## src/rtl/mdio_mgmt_pkg.sv

```systemverilog
package mdio_mgmt_pkg;

    // byte offsets of the register bank
    localparam logic [4:0] OFS_CMD  = 5'h00;
    localparam logic [4:0] OFS_ADR  = 5'h04;
    localparam logic [4:0] OFS_WDAT = 5'h08;
    localparam logic [4:0] OFS_RDAT = 5'h0C;
    localparam logic [4:0] OFS_STAT = 5'h10;

    localparam int START_BIT  = 14;
    localparam int FRAME_BITS = 64;
    localparam int PRE_BITS   = 32;

    // bit positions inside a frame, counted from the first preamble bit
    localparam logic [5:0] TA_FIRST   = 6'd46;
    localparam logic [5:0] TA_SECOND  = 6'd47;
    localparam logic [5:0] DATA_FIRST = 6'd48;
    localparam logic [5:0] LAST_BIT   = 6'd63;

    typedef struct packed {
        logic [1:0] ftype;   // 0: clause 45, else clause 22
        logic [1:0] op;
        logic [4:0] port;
        logic [4:0] dreg;
    } cmd_t;

    typedef struct packed {
        cmd_t        cmd;
        logic [15:0] adr;
        logic [15:0] wdat;
        logic [15:0] rdat;
        logic        fail;
    } bank_t;

    function automatic logic [FRAME_BITS-1:0] build_frame(cmd_t c, logic [15:0] payload);
        logic [1:0] st;
        logic [1:0] ta;
        st = (c.ftype == 2'd0) ? 2'b00 : 2'b01;
        ta = c.op[1] ? 2'b11 : 2'b10;
        return {{PRE_BITS{1'b1}}, st, c.op, c.port, c.dreg, ta, payload};
    endfunction

endpackage

```

## src/rtl/mdio_mdc_gen.sv

```systemverilog
module mdio_mdc_gen #(
    parameter int HALF_CYC = 40
) (
    input  logic clk,
    input  logic rst_n,
    input  logic run,
    output logic mdc,
    output logic rise_stb,
    output logic fall_stb
);
    localparam int CW = (HALF_CYC > 1) ? $clog2(HALF_CYC) : 1;

    typedef struct packed {
        logic [CW-1:0] cnt;
        logic          mdc;
    } gen_t;

    gen_t gen_d, gen_q;
    logic toggle;

    always_comb begin
        gen_d  = gen_q;
        toggle = run && (gen_q.cnt == CW'(HALF_CYC - 1));
        if (!run) begin
            gen_d.cnt = '0;
            gen_d.mdc = 1'b0;
        end else if (toggle) begin
            gen_d.cnt = '0;
            gen_d.mdc = ~gen_q.mdc;
        end else begin
            gen_d.cnt = gen_q.cnt + 1'b1;
        end
    end

    always_ff @(posedge clk or negedge rst_n) begin
        if (!rst_n) gen_q <= '0;
        else        gen_q <= gen_d;
    end

    assign mdc      = gen_q.mdc;
    assign rise_stb = toggle && !gen_q.mdc;
    assign fall_stb = toggle &&  gen_q.mdc;

endmodule

```

## src/rtl/mdio_frame_engine.sv

```systemverilog
module mdio_frame_engine
    import mdio_mgmt_pkg::*;
(
    input  logic                  clk,
    input  logic                  rst_n,
    input  logic                  start,
    input  logic [FRAME_BITS-1:0] frame_in,
    input  logic                  is_read,
    input  logic                  rise_stb,
    input  logic                  fall_stb,
    input  logic                  mdio_i,
    output logic                  busy,
    output logic                  frame_rd,
    output logic                  done,
    output logic                  mdio_o,
    output logic                  mdio_oe,
    output logic [15:0]           cap_data,
    output logic                  ta_fail
);
    typedef struct packed {
        logic                  busy;
        logic                  rd;
        logic [5:0]            bit_cnt;
        logic [FRAME_BITS-1:0] shift;
        logic [15:0]           cap;
        logic                  ta_bad;
    } eng_t;

    eng_t eng_d, eng_q;

    always_comb begin
        eng_d = eng_q;
        done  = eng_q.busy && fall_stb && (eng_q.bit_cnt == LAST_BIT);
        if (start && !eng_q.busy) begin
            eng_d.busy    = 1'b1;
            eng_d.rd      = is_read;
            eng_d.bit_cnt = '0;
            eng_d.shift   = frame_in;
            eng_d.cap     = '0;
            eng_d.ta_bad  = 1'b0;
        end else if (eng_q.busy) begin
            if (rise_stb && eng_q.rd) begin
                if (eng_q.bit_cnt == TA_SECOND)
                    eng_d.ta_bad = mdio_i;
                else if (eng_q.bit_cnt >= DATA_FIRST)
                    eng_d.cap = {eng_q.cap[14:0], mdio_i};
            end
            if (fall_stb) begin
                if (done) begin
                    eng_d.busy = 1'b0;
                end else begin
                    eng_d.bit_cnt = eng_q.bit_cnt + 1'b1;
                    eng_d.shift   = {eng_q.shift[FRAME_BITS-2:0], 1'b0};
                end
            end
        end
    end

    always_ff @(posedge clk or negedge rst_n) begin
        if (!rst_n) eng_q <= '0;
        else        eng_q <= eng_d;
    end

    assign busy     = eng_q.busy;
    assign frame_rd = eng_q.rd;
    assign mdio_o   = eng_q.busy && eng_q.shift[FRAME_BITS-1];
    assign mdio_oe  = eng_q.busy && !(eng_q.rd && (eng_q.bit_cnt >= TA_FIRST));
    assign cap_data = eng_q.cap;
    assign ta_fail  = eng_q.ta_bad;

endmodule

```

## src/rtl/mdio_mgmt_master.sv

```systemverilog
module mdio_mgmt_master
    import mdio_mgmt_pkg::*;
#(
    parameter int HALF_CYC = 40
) (
    input  logic        clk,
    input  logic        rst_n,
    input  logic        reg_we,
    input  logic [4:0]  reg_addr,
    input  logic [31:0] reg_wdata,
    output logic [31:0] reg_rdata,
    output logic        mdc,
    output logic        mdio_o,
    output logic        mdio_oe,
    input  logic        mdio_i
);
    bank_t bank_d, bank_q;
    cmd_t  new_cmd, cmd_cur;
    logic  cmd_hit, launch, new_read;
    logic [15:0]           payload;
    logic [FRAME_BITS-1:0] frame;
    logic  eng_busy, eng_rd, eng_done, eng_ta_fail;
    logic [15:0] eng_cap;
    logic  rise_stb, fall_stb;
    logic  unused_wdata_hi;

    assign unused_wdata_hi = ^reg_wdata[31:16];
    assign cmd_cur         = bank_q.cmd;

    always_comb begin
        bank_d   = bank_q;
        new_cmd  = cmd_t'(reg_wdata[13:0]);
        cmd_hit  = reg_we && (reg_addr == OFS_CMD);
        launch   = cmd_hit && !eng_busy && reg_wdata[START_BIT];
        new_read = new_cmd.op[1];
        payload  = ((new_cmd.ftype == 2'd0) && (new_cmd.op == 2'b00)) ? bank_q.adr : bank_q.wdat;
        frame    = build_frame(new_cmd, payload);

        if (cmd_hit && !eng_busy)
            bank_d.cmd = new_cmd;
        if (reg_we && (reg_addr == OFS_ADR))
            bank_d.adr = reg_wdata[15:0];
        if (reg_we && (reg_addr == OFS_WDAT))
            bank_d.wdat = reg_wdata[15:0];
        if (eng_done) begin
            bank_d.fail = eng_rd && eng_ta_fail;
            if (eng_rd)
                bank_d.rdat = eng_cap;
        end
    end

    always_ff @(posedge clk or negedge rst_n) begin
        if (!rst_n) bank_q <= '0;
        else        bank_q <= bank_d;
    end

    always_comb begin
        case (reg_addr)
            OFS_CMD:  reg_rdata = {17'd0, eng_busy, bank_q.cmd};
            OFS_ADR:  reg_rdata = {16'd0, bank_q.adr};
            OFS_WDAT: reg_rdata = {16'd0, bank_q.wdat};
            OFS_RDAT: reg_rdata = {16'd0, bank_q.rdat};
            OFS_STAT: reg_rdata = {31'd0, bank_q.fail};
            default:  reg_rdata = '0;
        endcase
    end

    mdio_mdc_gen #(.HALF_CYC(HALF_CYC)) u_mdc (
        .clk      (clk),
        .rst_n    (rst_n),
        .run      (eng_busy),
        .mdc      (mdc),
        .rise_stb (rise_stb),
        .fall_stb (fall_stb)
    );

    mdio_frame_engine u_eng (
        .clk      (clk),
        .rst_n    (rst_n),
        .start    (launch),
        .frame_in (frame),
        .is_read  (new_read),
        .rise_stb (rise_stb),
        .fall_stb (fall_stb),
        .mdio_i   (mdio_i),
        .busy     (eng_busy),
        .frame_rd (eng_rd),
        .done     (eng_done),
        .mdio_o   (mdio_o),
        .mdio_oe  (mdio_oe),
        .cap_data (eng_cap),
        .ta_fail  (eng_ta_fail)
    );

endmodule

```

## config.mk

```make
export PLATFORM = sky130hd
export DESIGN_NAME = mdio_mgmt_master
export DESIGN_NICKNAME = d
export VERILOG_FILES = /design/src/rtl/mdio_mgmt_pkg.sv /design/src/rtl/mdio_mdc_gen.sv /design/src/rtl/mdio_frame_engine.sv /design/src/rtl/mdio_mgmt_master.sv
export SDC_FILE = /design/constraint.sdc
export NUM_CORES = 1
export LEC_CHECK = 0
export BUFFER_PORTS_ARGS = -buffer_cell sky130_fd_sc_hd__buf_2
export CORE_UTILIZATION = 50
export DETAILED_ROUTE_END_ITERATION = 6
export HOLD_SLACK_MARGIN = 0.05
export PLACE_DENSITY_LB_ADDON = 0.05
export SLEW_MARGIN = 30
export SYNTH_ARGS = -nofsm -noshare
export SYNTH_HDL_FRONTEND = slang
export SYNTH_HIERARCHICAL = 1
export SYNTH_SLANG_ARGS = --single-unit
export TNS_END_PERCENT = 1
```

## constraint.sdc

```tcl
create_clock -name clk -period 3.7 [get_ports clk]
set_input_delay 0.185 -clock clk [delete_from_list [all_inputs] [get_ports clk]]
set_output_delay 0.185 -clock clk [all_outputs]
set_load 0.005 [all_outputs]
```

==> results.sh <==
export IMPL_finalClockSkew_ns=0.00798
export IMPL_ys_ff_latch=159
export IMPL_drive_gt1_frac=0.343
export IMPL_detailedPlace_worstSlack_ns=0.824
export IMPL_grt_pass1_wl_um=33100
export IMPL_vias=5861
export IMPL_hpwl_um=12000
export IMPL_max_freq_ghz=0.347
export IMPL_power_density_mw_per_mm2=477
export IMPL_setup_violations_final=0
export IMPL_status="completed"
export IMPL_placementRows=47
export IMPL_die_h_um=133
export IMPL_switching_share=0.251
export IMPL_routed_wl_um=20000
export IMPL_rsz0062_at_grt="no"
export IMPL_syn_inst=742
export IMPL_final_setup_tns_ns=0
export IMPL_clk_latency_ns=0.42
export IMPL_yosysMostFrequentCell="dfrtp_1"
export IMPL_synth_area_leaders="dfrtp_1 (46%), mux2_2 (8.2%), a211oi_2 (7.3%)"
export IMPL_synthTopCellsByCount="dfrtp_1 (159), nor2_1 (109), mux2_2 (62), a211oi_1 (52), a211oi_2 (50)"
export IMPL_syn_avg_cell_area_sq_um=11.5
export IMPL_nets=826
export IMPL_p_sw_mw=1.15
export IMPL_required_ns=4.01
export IMPL_cts_tree="yes"
export IMPL_cts_hold_repair_buffers=8
export IMPL_antenna_found_initial=0
export IMPL_synth_edf_count=0
export IMPL_p_clk_frac=0.407
export IMPL_core_sq_mm=0.0166
export IMPL_portBuffers=43
export IMPL_fin_ws_ns=0.814
export IMPL_p_leak_nw=4.24
export IMPL_route_detailed_drc=0
export IMPL_peakVddDrop_uv=326
export IMPL_fin_crit_ns=2.89
export IMPL_crit_path_max_fanout=33
export IMPL_final_antenna_net_count=0
export IMPL_clk_pin_slew_worst_paths_ns=0.06
export IMPL_first_global_vias=6019
export IMPL_synth_largest_area_cell="dfrtp_1"
export IMPL_post_cts_buffers=0
export IMPL_hold_viol=0
export IMPL_start_kind="flop"
export IMPL_critPathKind="flop to flop"
export IMPL_numCtsBuffers=17
export IMPL_grt_use_total=0.242
export IMPL_yosys_warnings=6
export IMPL_drv_cap=0
export IMPL_comb_power_share=0.138
export IMPL_via_per_inst=5.77
export IMPL_initial_core_util=0.515
export IMPL_clockBufferDepth=2
export IMPL_avgRoutedWirePerCell_um=19.7
export IMPL_cts_root_buf="clkbuf_16"
export IMPL_htree_levels=4
export IMPL_drt_iter0_drc=289
export IMPL_diodes=0
export IMPL_syn_to_final_growth_pct=12.0
export IMPL_synth_cell_types=54
export IMPL_synth_area_sq_mm=0.00856
export IMPL_overflow=0
export IMPL_power_total_mw=4.58
export IMPL_arrival_ns=3.19
export IMPL_synth_top_cell_area_share=0.465
export IMPL_post_cts_resized=0
export IMPL_p_int_mw=3.43
export IMPL_die_area_sq_mm=0.0177
export IMPL_synth_flop_cell="dfrtp_1"
export IMPL_crit_path_end_kind="flop"
export IMPL_period_share=0.780
export IMPL_placed_cells=974
export IMPL_place_congestion=0.752
export IMPL_final_cells=1016
export IMPL_grt_max_degree=87
export IMPL_p_seq_frac=0.456
export IMPL_first_pass_iters=4
export IMPL_synthArstFlopShare=1.00
export IMPL_relSlewSlack=0.447
export IMPL_hp_class="input port to flop"
export IMPL_pin_count=76
export IMPL_synth_yosys_seq_area_share=0.465
export IMPL_cts_sinks=159
export IMPL_worst_pin_slew_ns=0.829
export IMPL_slew_viol_final=0
export IMPL_die_w_um=133
## kinds of logic after synthesis
group	Yosys count	share of synthesized area
XOR/XNOR	3	0.00307
multiplexers	102	0.160
AND/OR/NAND/NOR	211	0.125
flip-flops	159	0.465
other	2	0.000877
AO/OA/AOI/OAI	162	0.173
buffers and inverters	101	0.0707
adder cells (fa/ha/maj)	2	0.00292
## power groups by stage
stage          logic, mW  registers [mW]  clock network, mW
2_1_floorplan      0.491            2.06                  0
3_3_place_gp       0.603            2.10                  0
3_5_place_dp       0.624            2.12                  0
4_1_cts            0.633            2.08               1.91
5_1_grt            0.688            2.12               1.97
6_report           0.630            2.09               1.86
## routing by layer
layer | vias up | wire, um | global-route usage
li1 | 2703 | - | -
met2 | 125 | 9960 | 0.394
met3 | 12 | 899 | 0.0529
met5 | - | 0 | 0
met1 | 3021 | 8990 | 0.329
met4 | 0 | 156 | 0.0594
## cells in the final DEF (no fill, tap or decap), drive strengths merged, types with 4 or more instances in the layout
cell,synthesis,layout
a21bo,13,13
o21ai,4,4
inv,4,5
nand2,14,14
a21oi,19,19
mux4,14,14
dlygate4sd3,0,10
clkbuf,34,18
dfrtp,159,159
mux2i,7,7
nand4,14,14
clkinv,0,6
bufinv,0,4
buf,63,61
conb,2,50
and2,33,33
mux2,81,81
nor2,109,109
nand3,21,21
a211oi,102,102
a221o,13,13
## critical path, cell delays in order (launching register included)
cell      delay, ns
dfrtp_1        0.39
ha_1           0.23
nand4b_1       0.19
nor2_1         0.16
and3_1         0.17
buf_4          0.27
nand2_2        0.29
a21o_2         0.47
buf_12         0.27
a221o_1        0.31
## worst paths after layout
path,from,end,slack (ns),cells past startpoint
setup / recovery,u_mdc/gen_q[1],u_eng/eng_q[80],0.81,9
hold / removal,reg_wdata[5],bank_q[54],0.08,2
setup reg to reg,u_mdc/gen_q[1],u_eng/eng_q[80],0.81,9
hold reg to reg,u_eng/cap_data[15],u_eng/cap_data[15],0.49,1
max in group asynchronous,rst_n,u_eng/eng_q[79],2.37,3
min in group asynchronous,rst_n,bank_q[35],0.41,2
## cell type report
class	count	area, sq um
Clock inverter	14	189
Timing Repair Buffer	71	510
Sequential cell	159	3980
Multi-Input combinational cell	530	4180
Tap cell	220	275
Inverter	4	15.0
Clock buffer	18	439
Fill cell	1415	7050
## stage by stage
step | area (sq um) | hold slack (ns) | utilization
6_report | 9590 | 0.0801 | 0.576
5_1_grt | 9590 | 0.0612 | 0.576
4_1_cts | 9560 | 0.0511 | 0.575
3_5_place_dp | 8850 | 0.323 | 0.532
3_3_place_gp | 8840 | 0.304 | 0.531
2_1_floorplan | 8740 | -0.111 | -
## state kept, by name (all words and copies together), names as in the netlist
register / cells
u_eng/eng_q: 70
bank_q: 63
u_eng/cap_data: 16
u_mdc/gen_q: 6
u_eng/busy: 1
u_eng/frame_rd: 1
u_eng/ta_fail: 1
u_mdc/mdc: 1
No activity file was read; power rests on OpenSTA's default activity.
